===== src/rtl/ldpc_itc_pkg.sv =====
package ldpc_itc_pkg;

   typedef enum logic [1:0] {
      ITC_IDLE = 2'd0,
      ITC_RUN  = 2'd1,
      ITC_DONE = 2'd2
   } itc_state_e;

   typedef enum logic [1:0] {
      END_NONE    = 2'd0,
      END_CONVERGE = 2'd1,
      END_ABORT   = 2'd2,
      END_BUDGET  = 2'd3
   } itc_end_e;

endpackage


===== src/rtl/itc_flip_count.sv =====
module itc_flip_count #(
   parameter int COLS  = 16,
   parameter int CNT_W = $clog2(COLS + 1)
) (
   input  logic [COLS-1:0]  hd_new,
   input  logic [COLS-1:0]  hd_old,
   output logic [CNT_W-1:0] flips,
   output logic             any_flip
);

   logic [COLS-1:0] diff;

   genvar c;
   generate
      for (c = 0; c < COLS; c++) begin : g_diff
         assign diff[c] = hd_new[c] ^ hd_old[c];
      end
   endgenerate

   generate
      if (COLS == 1) begin : g_single
         assign flips = CNT_W'(diff[0]);
      end else begin : g_multi
         always_comb begin
            flips = '0;
            for (int i = 0; i < COLS; i++) begin
               flips = flips + CNT_W'(diff[i]);
            end
         end
      end
   endgenerate

   assign any_flip = |diff;

endmodule


===== src/rtl/itc_parity_map.sv =====
module itc_parity_map #(
   parameter int MAX_LAYERS = 12,
   parameter int LAYER_W    = $clog2(MAX_LAYERS + 1)
) (
   input  logic               clk,
   input  logic               rst_n,
   input  logic               clear,
   input  logic               upd,
   input  logic [LAYER_W-1:0] layer_idx,
   input  logic [LAYER_W-1:0] layers,
   input  logic               layer_pass,
   input  logic               any_flip,
   output logic               conv_now
);

   logic [MAX_LAYERS-1:0] clean_q;
   logic [MAX_LAYERS-1:0] clean_nx;
   logic [MAX_LAYERS-1:0] live_mask;

   always_comb begin
      clean_nx = clean_q;
      if (any_flip) begin
         clean_nx = '0;
      end else begin
         for (int i = 0; i < MAX_LAYERS; i++) begin
            if (layer_idx == LAYER_W'(i)) clean_nx[i] = layer_pass;
         end
      end
   end

   always_comb begin
      for (int i = 0; i < MAX_LAYERS; i++) begin
         live_mask[i] = (LAYER_W'(i) < layers);
      end
   end

   assign conv_now = upd && ((clean_nx & live_mask) == live_mask);

   always_ff @(posedge clk or negedge rst_n) begin
      if (!rst_n) begin
         clean_q <= '0;
      end else if (clear) begin
         clean_q <= '0;
      end else if (upd) begin
         clean_q <= clean_nx;
      end
   end

   // a flipping beat can never complete convergence on that beat
   p_flip_no_conv_r4: assert property (@(posedge clk) disable iff (!rst_n)
      (upd && any_flip && !clear) |=> (clean_q == '0));

endmodule


===== src/rtl/itc_iter_track.sv =====
module itc_iter_track #(
   parameter int MAX_LAYERS = 12,
   parameter int LAYER_W    = $clog2(MAX_LAYERS + 1),
   parameter int ITER_W     = 8,
   parameter int FLIP_W     = 16,
   parameter int SPAN_W     = 4,
   parameter int CNT_W      = 5
) (
   input  logic               clk,
   input  logic               rst_n,
   input  logic               clear,
   input  logic               upd,
   input  logic [LAYER_W-1:0] layers,
   input  logic [CNT_W-1:0]   beat_flips,
   input  logic [ITER_W-1:0]  min_iter,
   input  logic [ITER_W-1:0]  max_iter,
   input  logic [FLIP_W-1:0]  thresh,
   input  logic [SPAN_W-1:0]  span,
   output logic [LAYER_W-1:0] layer_idx,
   output logic [ITER_W-1:0]  iter_cnt,
   output logic               end_abort,
   output logic               end_budget
);

   logic [FLIP_W-1:0] iter_flips;
   logic [SPAN_W-1:0] high_run;
   logic [FLIP_W:0]   sum_wide;
   logic [FLIP_W-1:0] sum_sat;
   logic [ITER_W-1:0] iter_nx;
   logic [SPAN_W-1:0] run_nx;
   logic              last_layer;
   logic              high_iter;

   assign last_layer = (layer_idx == layers - LAYER_W'(1));
   assign sum_wide   = {1'b0, iter_flips} + (FLIP_W + 1)'(beat_flips);
   assign sum_sat    = sum_wide[FLIP_W] ? '1 : sum_wide[FLIP_W-1:0];
   assign iter_nx    = iter_cnt + ITER_W'(1);
   assign high_iter  = (iter_nx >= min_iter) && (sum_sat >= thresh);

   always_comb begin
      if (!high_iter)      run_nx = '0;
      else if (&high_run)  run_nx = high_run;
      else                 run_nx = high_run + SPAN_W'(1);
   end

   assign end_abort  = upd && last_layer && (span != '0) && (run_nx >= span);
   assign end_budget = upd && last_layer && (iter_nx >= max_iter);

   always_ff @(posedge clk or negedge rst_n) begin
      if (!rst_n) begin
         layer_idx  <= '0;
         iter_cnt   <= '0;
         iter_flips <= '0;
         high_run   <= '0;
      end else if (clear) begin
         layer_idx  <= '0;
         iter_cnt   <= '0;
         iter_flips <= '0;
         high_run   <= '0;
      end else if (upd) begin
         if (last_layer) begin
            layer_idx  <= '0;
            iter_cnt   <= iter_nx;
            iter_flips <= '0;
            high_run   <= run_nx;
         end else begin
            layer_idx  <= layer_idx + LAYER_W'(1);
            iter_flips <= sum_sat;
         end
      end
   end

   // the layer pointer never walks past the selected rate's layer count
   p_layer_in_range_r6: assert property (@(posedge clk) disable iff (!rst_n)
      (layers != '0) |-> (layer_idx < layers));

   // iter_cnt moves only by one, and only on an accepted beat
   p_iter_step_r6: assert property (@(posedge clk) disable iff (!rst_n)
      (!clear && !upd) |=> $stable(iter_cnt));

endmodule


===== src/rtl/ldpc_iter_ctrl.sv =====
module ldpc_iter_ctrl
   import ldpc_itc_pkg::*;
#(
   parameter int COLS        = 16,
   parameter int ROWS        = 4,
   parameter int NUM_RATES   = 6,
   parameter int MAX_LAYERS  = 12,
   parameter int ITER_W      = 8,
   parameter int FLIP_W      = 16,
   parameter int SPAN_W      = 4,
   parameter int RATE_LAYERS [NUM_RATES] = '{12, 10, 8, 6, 4, 3},
   localparam int RATE_W     = (NUM_RATES > 1) ? $clog2(NUM_RATES) : 1
) (
   input  logic              clk,
   input  logic              rst_n,
   input  logic              start,
   input  logic [RATE_W-1:0] rate_sel,
   input  logic [ITER_W-1:0] max_iter,
   input  logic [ITER_W-1:0] min_iter,
   input  logic [FLIP_W-1:0] flip_thresh,
   input  logic [SPAN_W-1:0] abort_span,
   input  logic              upd_valid,
   output logic              upd_ready,
   input  logic [COLS-1:0]   hd_new,
   input  logic [COLS-1:0]   hd_old,
   input  logic [ROWS-1:0]   row_pass,
   output logic              done,
   output logic              success,
   output logic              abort,
   output logic [ITER_W-1:0] iter_count
);

   localparam int LAYER_W = $clog2(MAX_LAYERS + 1);
   localparam int CNT_W   = $clog2(COLS + 1);

   // elaboration-time parameter checks
   generate
      if (COLS < 1 || ROWS < 1) begin : g_bad_width
         $error("ldpc_iter_ctrl: COLS and ROWS must be at least 1");
      end
      if (CNT_W > FLIP_W) begin : g_bad_flipw
         $error("ldpc_iter_ctrl: FLIP_W too narrow for one beat's flip count");
      end
      if (NUM_RATES < 1) begin : g_bad_rates
         $error("ldpc_iter_ctrl: NUM_RATES must be at least 1");
      end
      for (genvar r = 0; r < NUM_RATES; r++) begin : g_rate_chk
         if (RATE_LAYERS[r] < 1 || RATE_LAYERS[r] > MAX_LAYERS) begin : g_bad_layers
            $error("ldpc_iter_ctrl: RATE_LAYERS entry out of range");
         end
      end
   endgenerate

   itc_state_e        state_q;
   logic [LAYER_W-1:0] layers_q;
   logic [LAYER_W-1:0] sel_layers;
   logic [ITER_W-1:0]  max_q;
   logic [ITER_W-1:0]  min_q;
   logic [FLIP_W-1:0]  thr_q;
   logic [SPAN_W-1:0]  span_q;
   logic               done_q;
   logic               succ_q;
   logic               abort_q;

   logic               upd;
   logic [CNT_W-1:0]   beat_flips;
   logic               any_flip;
   logic               conv_now;
   logic               end_abort;
   logic               end_budget;
   logic [LAYER_W-1:0] layer_idx;
   logic [ITER_W-1:0]  iter_cnt;
   itc_end_e           verdict;

   always_comb begin
      sel_layers = LAYER_W'(RATE_LAYERS[NUM_RATES-1]);
      for (int r = 0; r < NUM_RATES; r++) begin
         if (rate_sel == RATE_W'(r)) sel_layers = LAYER_W'(RATE_LAYERS[r]);
      end
   end

   assign upd_ready = (state_q == ITC_RUN);
   assign upd       = upd_valid && upd_ready && !start;

   itc_flip_count #(
      .COLS  (COLS),
      .CNT_W (CNT_W)
   ) u_flips (
      .hd_new   (hd_new),
      .hd_old   (hd_old),
      .flips    (beat_flips),
      .any_flip (any_flip)
   );

   itc_parity_map #(
      .MAX_LAYERS (MAX_LAYERS),
      .LAYER_W    (LAYER_W)
   ) u_map (
      .clk        (clk),
      .rst_n      (rst_n),
      .clear      (start),
      .upd        (upd),
      .layer_idx  (layer_idx),
      .layers     (layers_q),
      .layer_pass (&row_pass),
      .any_flip   (any_flip),
      .conv_now   (conv_now)
   );

   itc_iter_track #(
      .MAX_LAYERS (MAX_LAYERS),
      .LAYER_W    (LAYER_W),
      .ITER_W     (ITER_W),
      .FLIP_W     (FLIP_W),
      .SPAN_W     (SPAN_W),
      .CNT_W      (CNT_W)
   ) u_iter (
      .clk        (clk),
      .rst_n      (rst_n),
      .clear      (start),
      .upd        (upd),
      .layers     (layers_q),
      .beat_flips (beat_flips),
      .min_iter   (min_q),
      .max_iter   (max_q),
      .thresh     (thr_q),
      .span       (span_q),
      .layer_idx  (layer_idx),
      .iter_cnt   (iter_cnt),
      .end_abort  (end_abort),
      .end_budget (end_budget)
   );

   // convergence outranks abort, abort outranks the budget stop
   always_comb begin
      if (conv_now)        verdict = END_CONVERGE;
      else if (end_abort)  verdict = END_ABORT;
      else if (end_budget) verdict = END_BUDGET;
      else                 verdict = END_NONE;
   end

   always_ff @(posedge clk or negedge rst_n) begin
      if (!rst_n) begin
         state_q  <= ITC_IDLE;
         layers_q <= LAYER_W'(RATE_LAYERS[0]);
         max_q    <= '0;
         min_q    <= '0;
         thr_q    <= '0;
         span_q   <= '0;
         done_q   <= 1'b0;
         succ_q   <= 1'b0;
         abort_q  <= 1'b0;
      end else if (start) begin
         state_q  <= ITC_RUN;
         layers_q <= sel_layers;
         max_q    <= max_iter;
         min_q    <= min_iter;
         thr_q    <= flip_thresh;
         span_q   <= abort_span;
         done_q   <= 1'b0;
         succ_q   <= 1'b0;
         abort_q  <= 1'b0;
      end else if (upd && verdict != END_NONE) begin
         state_q <= ITC_DONE;
         done_q  <= 1'b1;
         succ_q  <= (verdict == END_CONVERGE);
         abort_q <= (verdict == END_ABORT);
      end
   end

   assign done       = done_q;
   assign success    = succ_q;
   assign abort      = abort_q;
   assign iter_count = iter_cnt;

   // a start pulse leaves a fresh, running block
   p_start_clears_r1: assert property (@(posedge clk) disable iff (!rst_n)
      start |=> (!done && !success && !abort && iter_count == '0 && upd_ready));

   // a finished block refuses beats
   p_ready_off_done_r2: assert property (@(posedge clk) disable iff (!rst_n)
      done |-> !upd_ready);

   // results freeze until the next start
   p_result_holds_r2: assert property (@(posedge clk) disable iff (!rst_n)
      (done && !start) |=> (done && $stable(success) && $stable(abort) && $stable(iter_count)));

   // success is only ever reported together with done
   p_success_done_r3: assert property (@(posedge clk) disable iff (!rst_n)
      success |-> done);

   // abort is a terminal state exclusive with success
   p_abort_excl_r7: assert property (@(posedge clk) disable iff (!rst_n)
      abort |-> (done && !success));

   // the iteration counter never exceeds the captured budget
   p_iter_le_max_r8: assert property (@(posedge clk) disable iff (!rst_n)
      (state_q != ITC_IDLE && max_q != '0) |-> (iter_count <= max_q));

endmodule


===== config.mk =====
export PLATFORM = sky130hd
export DESIGN_NAME = ldpc_iter_ctrl
export DESIGN_NICKNAME = d
export VERILOG_FILES = /design/src/rtl/ldpc_itc_pkg.sv /design/src/rtl/itc_flip_count.sv /design/src/rtl/itc_parity_map.sv /design/src/rtl/itc_iter_track.sv /design/src/rtl/ldpc_iter_ctrl.sv
export SDC_FILE = /design/constraint.sdc
export NUM_CORES = 1
export LEC_CHECK = 0
export BUFFER_PORTS_ARGS = -buffer_cell sky130_fd_sc_hd__buf_2
export CAP_MARGIN = 20
export CORE_UTILIZATION = 58
export CTS_CLUSTER_SIZE = 40
export DETAILED_ROUTE_END_ITERATION = 10
export PLACE_DENSITY = 0.81
export SYNTH_ARGS = -nofsm -noshare
export SYNTH_HDL_FRONTEND = slang
export SYNTH_SLANG_ARGS = --single-unit

===== constraint.sdc =====
create_clock -name clk -period 6.4 [get_ports clk]
set_clock_uncertainty 0.05 [all_clocks]
set_input_delay 1.28 -clock clk [delete_from_list [all_inputs] [get_ports clk]]
set_output_delay 1.28 -clock clk [all_outputs]
set_load 0.05 [all_outputs]

* Word level (Yosys, flattened, before mapping)
Cells that the tools add are included.
** Cells by class
- $add $sub $neg :: 20
- Order comparisons :: 16
- Equal/unequal tests :: 21
- Multiplexer cells :: 47
- Bitwise gates (word level) :: 17
- Reduce and logical (&&, ||, !) cells :: 21
** Operators with widths (number)
- $add 5x1->5 :: 14
- $mux 16 :: 4
- $mux 4 :: 14
- $mux 12 :: 3
- $mux 8 :: 3
- $mux 1 :: 18
- $add 16x5->17 :: 1
- $eq 4x3->1 const B :: 4
- $eq 4x4->1 const B :: 4
- $ge 16x16->1 :: 1
- $ge 8x8->1 :: 2
- $lt 3x4->1 const A :: 4
- $lt 4x4->1 const A :: 4
- $reduce_or 16->1 :: 1
- $xor 1x1->1 :: 16
- $and 12x12->12 :: 1
- $eq 12x12->1 :: 1
- $mux 2 :: 5
- $logic_and 1x1->1 :: 9
- $add 4x1->4 const B :: 2
- $add 8x1->8 const B :: 1
- $eq 4x2->1 const B :: 2
- $lt 1x4->1 const A :: 2
- $lt 2x4->1 const A :: 2
- other kinds (17) :: 24
** Storage, ports and cells
- Flip-flop bits (word level) :: 89
- Bits of input ports :: 79
- Output and inout port bits :: 12
- Logic and storage cells :: 156

* Depth between registers and ports, before layout
- Depth in word-level cells :: 29
- Gate-level depth with buffers :: 34
- Mapped depth without buffers :: 33

* By module
From an unflattened synthesis, not the netlist that was laid out.
** Second synthesis, totals
- Cells, all modules :: 649
- Area total of the unflattened synthesis :: 6404.9 µm²
** Modules (own cells, without submodules)
- itc_iter_track :: times used 1, cells an instance 364, area each 3114.2 µm², sequential area each 800.8 µm²
- ldpc_iter_ctrl :: times used 1, cells an instance 109, area each 1716.6 µm², sequential area each 1103.6 µm²
- itc_parity_map :: times used 1, cells an instance 119, area each 1027.2 µm², sequential area each 300.3 µm²
- itc_flip_count :: times used 1, cells an instance 57, area each 546.8 µm², sequential area each 0.0 µm²

* Least setup slack after synthesis
No wires, ideal clock.
- Path type :: input to register
- Start point :: input port hd_old[0]
- End point :: register state_q[1]
- Library setup time :: 136 ps
- Data arrival time :: 8983 ps
- Required time :: 6214 ps
- Path slack :: -2770 ps
- Cell stages on the path :: 31
- Path buffers :: 1
- Cells stage by stage :: xor2_1 -> ha_1 -> fa_1 -> fa_1 -> fa_1 -> inv_1 -> fa_1 -> fa_1 -> fa_1 -> inv_1 -> fa_1 -> a21oi_1 -> o21bai_1 -> a21oi_1 -> nor2_1 -> nand2_1 -> buf_2 -> nand2_1 -> ha_1 -> a2111o_1 -> a31oi_1 -> o21ai_0 -> a21o_1 -> nand3_1 -> ha_1 -> nand2b_1 -> a21o_1 -> a211o_1 -> a221oi_1 -> nand2b_1 -> a311oi_2
** On the way
- Cells in the longest elaborated chain, start to end :: 28
- Elaborated cells between the ends (all ways) :: 33
- Classes of those cells :: add/sub: 16; order compare: 2; eq/ne: 1; mux: 5; bitwise: 2; reduce/logical: 7
** Ends and longest elaborated chain
- from (decl) :: line ldpc_iter_ctrl.sv:25 : input logic [COLS-1:0] hd_old,
- $xor 1x1->1 * :: line itc_flip_count.sv:16 : assign diff[c] = hd_new[c] ^ hd_old[c];
- $add 1x1->2 :: line itc_flip_count.sv:27 : flips = flips + CNT_W'(diff[i]);
- $add 5x1->5 (14 in a row) :: line itc_flip_count.sv:27
- $add 16x5->17 :: line itc_iter_track.sv:35 : assign sum_wide = {1'b0, iter_flips} + (FLIP_W + 1)'(beat_flips);
- $mux 16 :: line itc_iter_track.sv:36 : assign sum_sat = sum_wide[FLIP_W] ? '1 : sum_wide[FLIP_W-1:0];
- $ge 16x16->1 :: line itc_iter_track.sv:38 : assign high_iter = (iter_nx >= min_iter) && (sum_sat >= thresh);
- $logic_and 1x1->1 :: line itc_iter_track.sv:38
- $mux 4 :: line itc_iter_track.sv:41 : if (!high_iter) run_nx = '0;
- $ge 4x4->1 :: line itc_iter_track.sv:46 : assign end_abort = upd && last_layer && (span != '0) && (run_nx >= span);
- $logic_and 1x1->1 :: line itc_iter_track.sv:46
- $mux 2 :: line ldpc_iter_ctrl.sv:137 : else if (end_abort) verdict = END_ABORT;
- $mux 2 * :: line ldpc_iter_ctrl.sv:136 : if (conv_now) verdict = END_CONVERGE;
- $reduce_bool 2->1 * :: line ldpc_iter_ctrl.sv:163 : end else if (upd && verdict != END_NONE) begin
- $logic_and 1x1->1 * :: line ldpc_iter_ctrl.sv:163
- $reduce_bool 2->1 (no line) *
- to (signal assigned) :: line ldpc_iter_ctrl.sv:144 : state_q <= ITC_IDLE;
- to (signal assigned) :: line ldpc_iter_ctrl.sv:154 : state_q <= ITC_RUN;
- to (signal assigned) :: line ldpc_iter_ctrl.sv:164 : state_q <= ITC_DONE;
- to (decl) :: line ldpc_iter_ctrl.sv:54 : itc_state_e state_q;
Every way passes the cells marked *; elsewhere a longest branch is shown, timed or not.
A chain may end at the register's enable or synchronous reset.

* Final worst setup path
- Start point :: input port hd_old[1]
- End point :: register abort_q, in the netlist abort
** On the way
- Cells in the longest elaborated chain, start to end :: 28
- Elaborated cells between the ends (all ways) :: 36
- Classes of those cells :: add/sub: 16; order compare: 2; eq/ne: 2; mux: 7; bitwise: 2; reduce/logical: 7
** Ends and longest elaborated chain
- $xor 1x1->1 * :: line itc_flip_count.sv:16
- $add 1x1->2 :: line itc_flip_count.sv:27
- $add 5x1->5 (14 in a row) :: line itc_flip_count.sv:27
- $add 16x5->17 :: line itc_iter_track.sv:35
- $mux 16 :: line itc_iter_track.sv:36
- $ge 16x16->1 :: line itc_iter_track.sv:38
- $logic_and 1x1->1 :: line itc_iter_track.sv:38
- $mux 4 :: line itc_iter_track.sv:41
- $ge 4x4->1 :: line itc_iter_track.sv:46
- $logic_and 1x1->1 :: line itc_iter_track.sv:46
- $mux 2 :: line ldpc_iter_ctrl.sv:137
- $mux 2 * :: line ldpc_iter_ctrl.sv:136
- $eq 2x2->1 or $reduce_bool 2->1 (tied branches) :: line ldpc_iter_ctrl.sv:167, ldpc_iter_ctrl.sv:163
- $mux 1 or $logic_and 1x1->1 (tied branches) :: line ldpc_iter_ctrl.sv:163
- $mux 1 or $reduce_bool 2->1 (tied branches)
- to (signal assigned) :: line ldpc_iter_ctrl.sv:167 : abort_q <= (verdict == END_ABORT);
- to (decl) :: line ldpc_iter_ctrl.sv:63 : logic abort_q;
Every way passes the cells marked *; elsewhere a longest branch is shown, timed or not. The select of a mux whose other input is x is not followed.

==> impl_results.md <==
* Outcome: finished, violations left
* Failing checks: setup timing
* Total negative slack for setup checks at -12.20 ns
* Post-detailed-route count of antenna-violating nets at 0
* Layout fillers at 720
* Detailed-route vias per instance at around 5.8
* Hold violation total from the final report at 0
* Post-synth ARST share at 100.0%
* Delay of the slowest cell on the worst path at between 0.5 and 0.6 ns
* Crit Reg-Reg Startpoint: u_iter.iter_flips[5]
* Worst reg2reg path depth at 21
* Largest area contributor in the synthesized netlist: dfrtp_1
* Maximum number of pins on one net before global-route repair at between 50 and 60
* Cell Rows at 36
* Mapped Area at about 6000 µm²
* Minimum clock period after layout at about 8.4 ns
* Crit end category: flop
* Hold WS at around 0.46 ns
* Reported max-cap violation count at 0
* Power density over the cells at 299.6 nW/µm²
* I/O pin count at 91
* Number of synthesized flops with an enable pin at 0
* Buffer cell driving the clock tree root: clkbuf_8
* Number of hold-repair buffers added at the cts stage at 0
* Setup repair after global routing missed its margin: true
* Share of final-layout standard cells stronger than drive strength 1 at 24.02%
* Most frequent cell on the critical path: fa_1
* Number of CTS-inserted buffers at 9
* Critical path endpoint: abort
* Port Buffer Count at 90
* Worst vdd ir at between 0.0004 and 0.0005 V
* Clock-pin slew reported for the worst setup and hold paths after clock tree synthesis at ~0.09 ns
* Total wirelength of the detailed-routed design at around 14 mm
* Final #Nets at around 930
* Fraction of the yosys area taken by sequential cells at 36.38%
* Final worst-path cycle share at 131.8%
* Biggest fanout along the worst timing path at 8
* Met2 demand-to-capacity share in global routing at approximately 50%
* H-tree level count at 3
* Width of the chip at 104.2 µm
* Layer carrying the most global-route usage: met2
* Layout-stage area growth over the synthesis result at 19.16%
* CORE AREA at 9955 µm²
* Critical path data required time at 6.66 ns
* Worst Max-Slew Pin Slew at a little over 0.9 ns
* Crit Path Category: input port to flop
* Final Wtd Congestion at roughly 0.9
* Worst path arrival time at 8.70 ns
* Worst-Skew Late Latency at between 0.3 and 0.4 ns
* Area share of the largest cell type after synthesis at around 36%
* Synthesis-stage register bit count at a little under 90
* Number of setup violations in the final report at 8
* Register-to-Register Setup Slack at approximately 1.8 ns
* Final antenna diode count at 0
* Maximum clock frequency at approximately 120 MHz
* TritonCTS clock tree: done
* Met1 Resource Use GR at 34.07%
* Synth unique cells at 63
* Via count of the first global-routing pass at between 5,000 and 6,000
* Initial antenna violation count at 0
* First-pass GRT wire length at approximately 24 mm
* Starting density of the core at approximately three fifths
* Sort of element at the start of the critical path: input port
* Mean area per synthesized cell at around 9 µm²
* CTS Buffer Depth at 2
* Largest cells by area after synthesis: dfrtp_1 36%, ha_1 12%, nand2_1 4.6%, o21ai_0 4.5%, inv_1 4.2%
* Clock tree sinks at a little under 90
* Capture instance of the worst register-to-register path: abort
* Global-route met3 utilization at about 5.6%
* Number of remaining DRC errors at 0
* Leak at ~3.6 nW
* Count of routing violations after the opening detailed-route iteration at between 300 and 400
* Total number of vias at about 5,300
* Dominant register cell in the synthesized netlist: dfrtp_1
* First drt pass iteration count at 9
* Max-slew headroom at the worst pin at ~37%
* Max Slew Vio Count at 0
* Synth warnings at 0
* HP Class: flop to flop
* Launching element of the worst setup path: hd_old[1]
* Total Routing Usage GR at 27.48%
* Die span in y at 104.2 µm
* Slowest stage cell on the critical path: fa_2
* Overall die area at roughly 11,000 µm²
* Post-route worst setup slack at -2.036 ns
* Estimated wirelength of the detail-placed design at 10.30 mm
* Sum of overflow across all layers after global routing at 0
* Synthesized instance count at 673
* Total nets after synthesis at 820
* Average wire length per cell after detail routing at between 15 and 20 µm
## worst min-delay path by stage
stage | slack (ns) | cells past startpoint | startpoint | to
after detailed placement | 0.44 | 2 | u_iter.iter_flips[0] | u_iter.iter_flips[0]
final | 0.46 | 2 | u_iter.iter_flips[0] | u_iter.iter_flips[0]
after global routing | 0.49 | 1 | u_iter.iter_flips[12] | u_iter.iter_flips[12]
after floorplan | 0.41 | 2 | u_iter.iter_flips[0] | u_iter.iter_flips[0]
after CTS | 0.46 | 2 | u_iter.iter_flips[0] | u_iter.iter_flips[0]
after global placement | 0.43 | 2 | u_iter.iter_flips[0] | u_iter.iter_flips[0]
## power by group
group | total (mW) | switching [mW] | internal [mW]
logic | 1.14 | 0.577 | 0.561
registers | 0.619 | 0.0264 | 0.592
clock network | 0.406 | 0.222 | 0.184
total | 2.16 | 0.826 | 1.34
## stage by stage
| step | cell area [µm²] | std cells | utilization [%] | setup WS (ns) | total power [mW] |
|---|---|---|---|---|---|
| after floorplan | 6152 | 673 | - | -2.003 | 1.375 |
| after global placement | 6877 | 902 | 69.08 | -2.341 | 1.658 |
| after detailed placement | 6877 | 902 | 69.08 | -2.485 | 1.706 |
| after CTS | 7156 | 921 | 71.88 | -2.021 | 2.136 |
| after global routing | 7221 | 924 | 72.54 | -2.314 | 2.340 |
| final | 7221 | 924 | 72.54 | -2.036 | 2.164 |
## synthesized netlist by cell type (10+ instances only)
library cell and instances:
a22o_1 20, nand3_1 18, clkbuf_1 16, a21o_1 12, fa_1 11, nor2_1 40, inv_1 68, nand2_1 74
a21oi_1 42, nor3_1 11, dfrtp_1 86, xor2_1 20, o21ai_0 55, xnor2_1 22, ha_1 57, nand4_1 10
## layer usage
metal | vias to the layer above | part of all wire [%]
li1 | 2566 | -
met1 | 2529 | 43
met2 | 190 | 50
met3 | 30 | 5.9
met4 | 0 | 1.6
met5 | - | 0
## layout by cell type (no fill, tap or decap), types with 4 or more instances in the layout
cell type | synthesis | routed
buf_2 | 4 | 88
dfrtp_1 | 86 | 86
nand2_1 | 74 | 71
inv_1 | 68 | 66
o21ai_0 | 55 | 53
ha_1 | 57 | 52
nor2_1 | 40 | 38
a21oi_1 | 42 | 37
buf_4 | 3 | 37
xnor2_1 | 22 | 22
a22o_1 | 20 | 20
xor2_1 | 20 | 18
nand3_1 | 18 | 17
a21o_1 | 12 | 12
nor3_1 | 11 | 11
nand4_1 | 10 | 10
clkbuf_8 | 0 | 9
fa_1 | 11 | 8
and3_1 | 6 | 6
o22ai_1 | 7 | 6
a31oi_1 | 5 | 5
nor2b_1 | 6 | 5
nand3b_1 | 5 | 5
mux2_2 | 5 | 5
nand2b_1 | 6 | 4
a21oi_2 | 0 | 4
o21a_1 | 4 | 4
or3_1 | 4 | 4
## state kept, by name, indices dropped and copies added, names as in the netlist
| signal | cells |
|---|---|
| u_iter.iter_cnt | 8 |
| abort | 1 |
| state_q | 2 |
| success | 1 |
| layers_q | 4 |
| u_map.clean_q | 12 |
| thr_q | 16 |
| u_iter.iter_flips | 16 |
| u_iter.layer_idx | 4 |
| min_q | 8 |
| u_iter.high_run | 4 |
| max_q | 8 |
| span_q | 4 |
## worst max-delay path, delay by kind of cell
kind / cells / cell delay (ns)
XOR/XNOR: 1 / 0.17
buffers and inverters: 4 / 0.36
AO/OA/AOI/OAI: 13 / 2.39
adder cells (fa/ha/maj): 10 / 4.01
AND/OR/NAND/NOR: 4 / 0.48
## layout make-up
class	instances	area [µm²]	share of cell area, %
Tap cell	133	166.4	2.305
Inverter	68	255.2	3.535
Clock inverter	7	77.57	1.074
Multi-Input combinational cell	491	3641	50.42
Timing Repair Buffer	128	752.0	10.41
Sequential cell	88	2205	30.53
Clock buffer	9	123.9	1.715
## timing repair
| action | CTS | global route |
|---|---|---|
| buffers inserted | 3 | 3 |
| hold endpoints to repair | 0 | 0 |
| pin swaps | 6 | 8 |
| resized for setup | 10 | 9 |
| endpoints found under the setup margin | 8 | 8 |
## kinds of logic (layout without fill, tap and decap cells)
kind of cell | Yosys count | in the layout | share of synthesized area, %
AND/OR/NAND/NOR | 195 | 195 | 15.36
AO/OA/AOI/OAI | 179 | 179 | 19.18
buffers and inverters | 94 | 212 | 6.339
flip-flops | 88 | 88 | 36.38
adder cells (fa/ha/maj) | 68 | 68 | 15.40
XOR/XNOR | 42 | 42 | 6.071
multiplexers | 7 | 7 | 1.259
(Power assumes the default switching activity.)
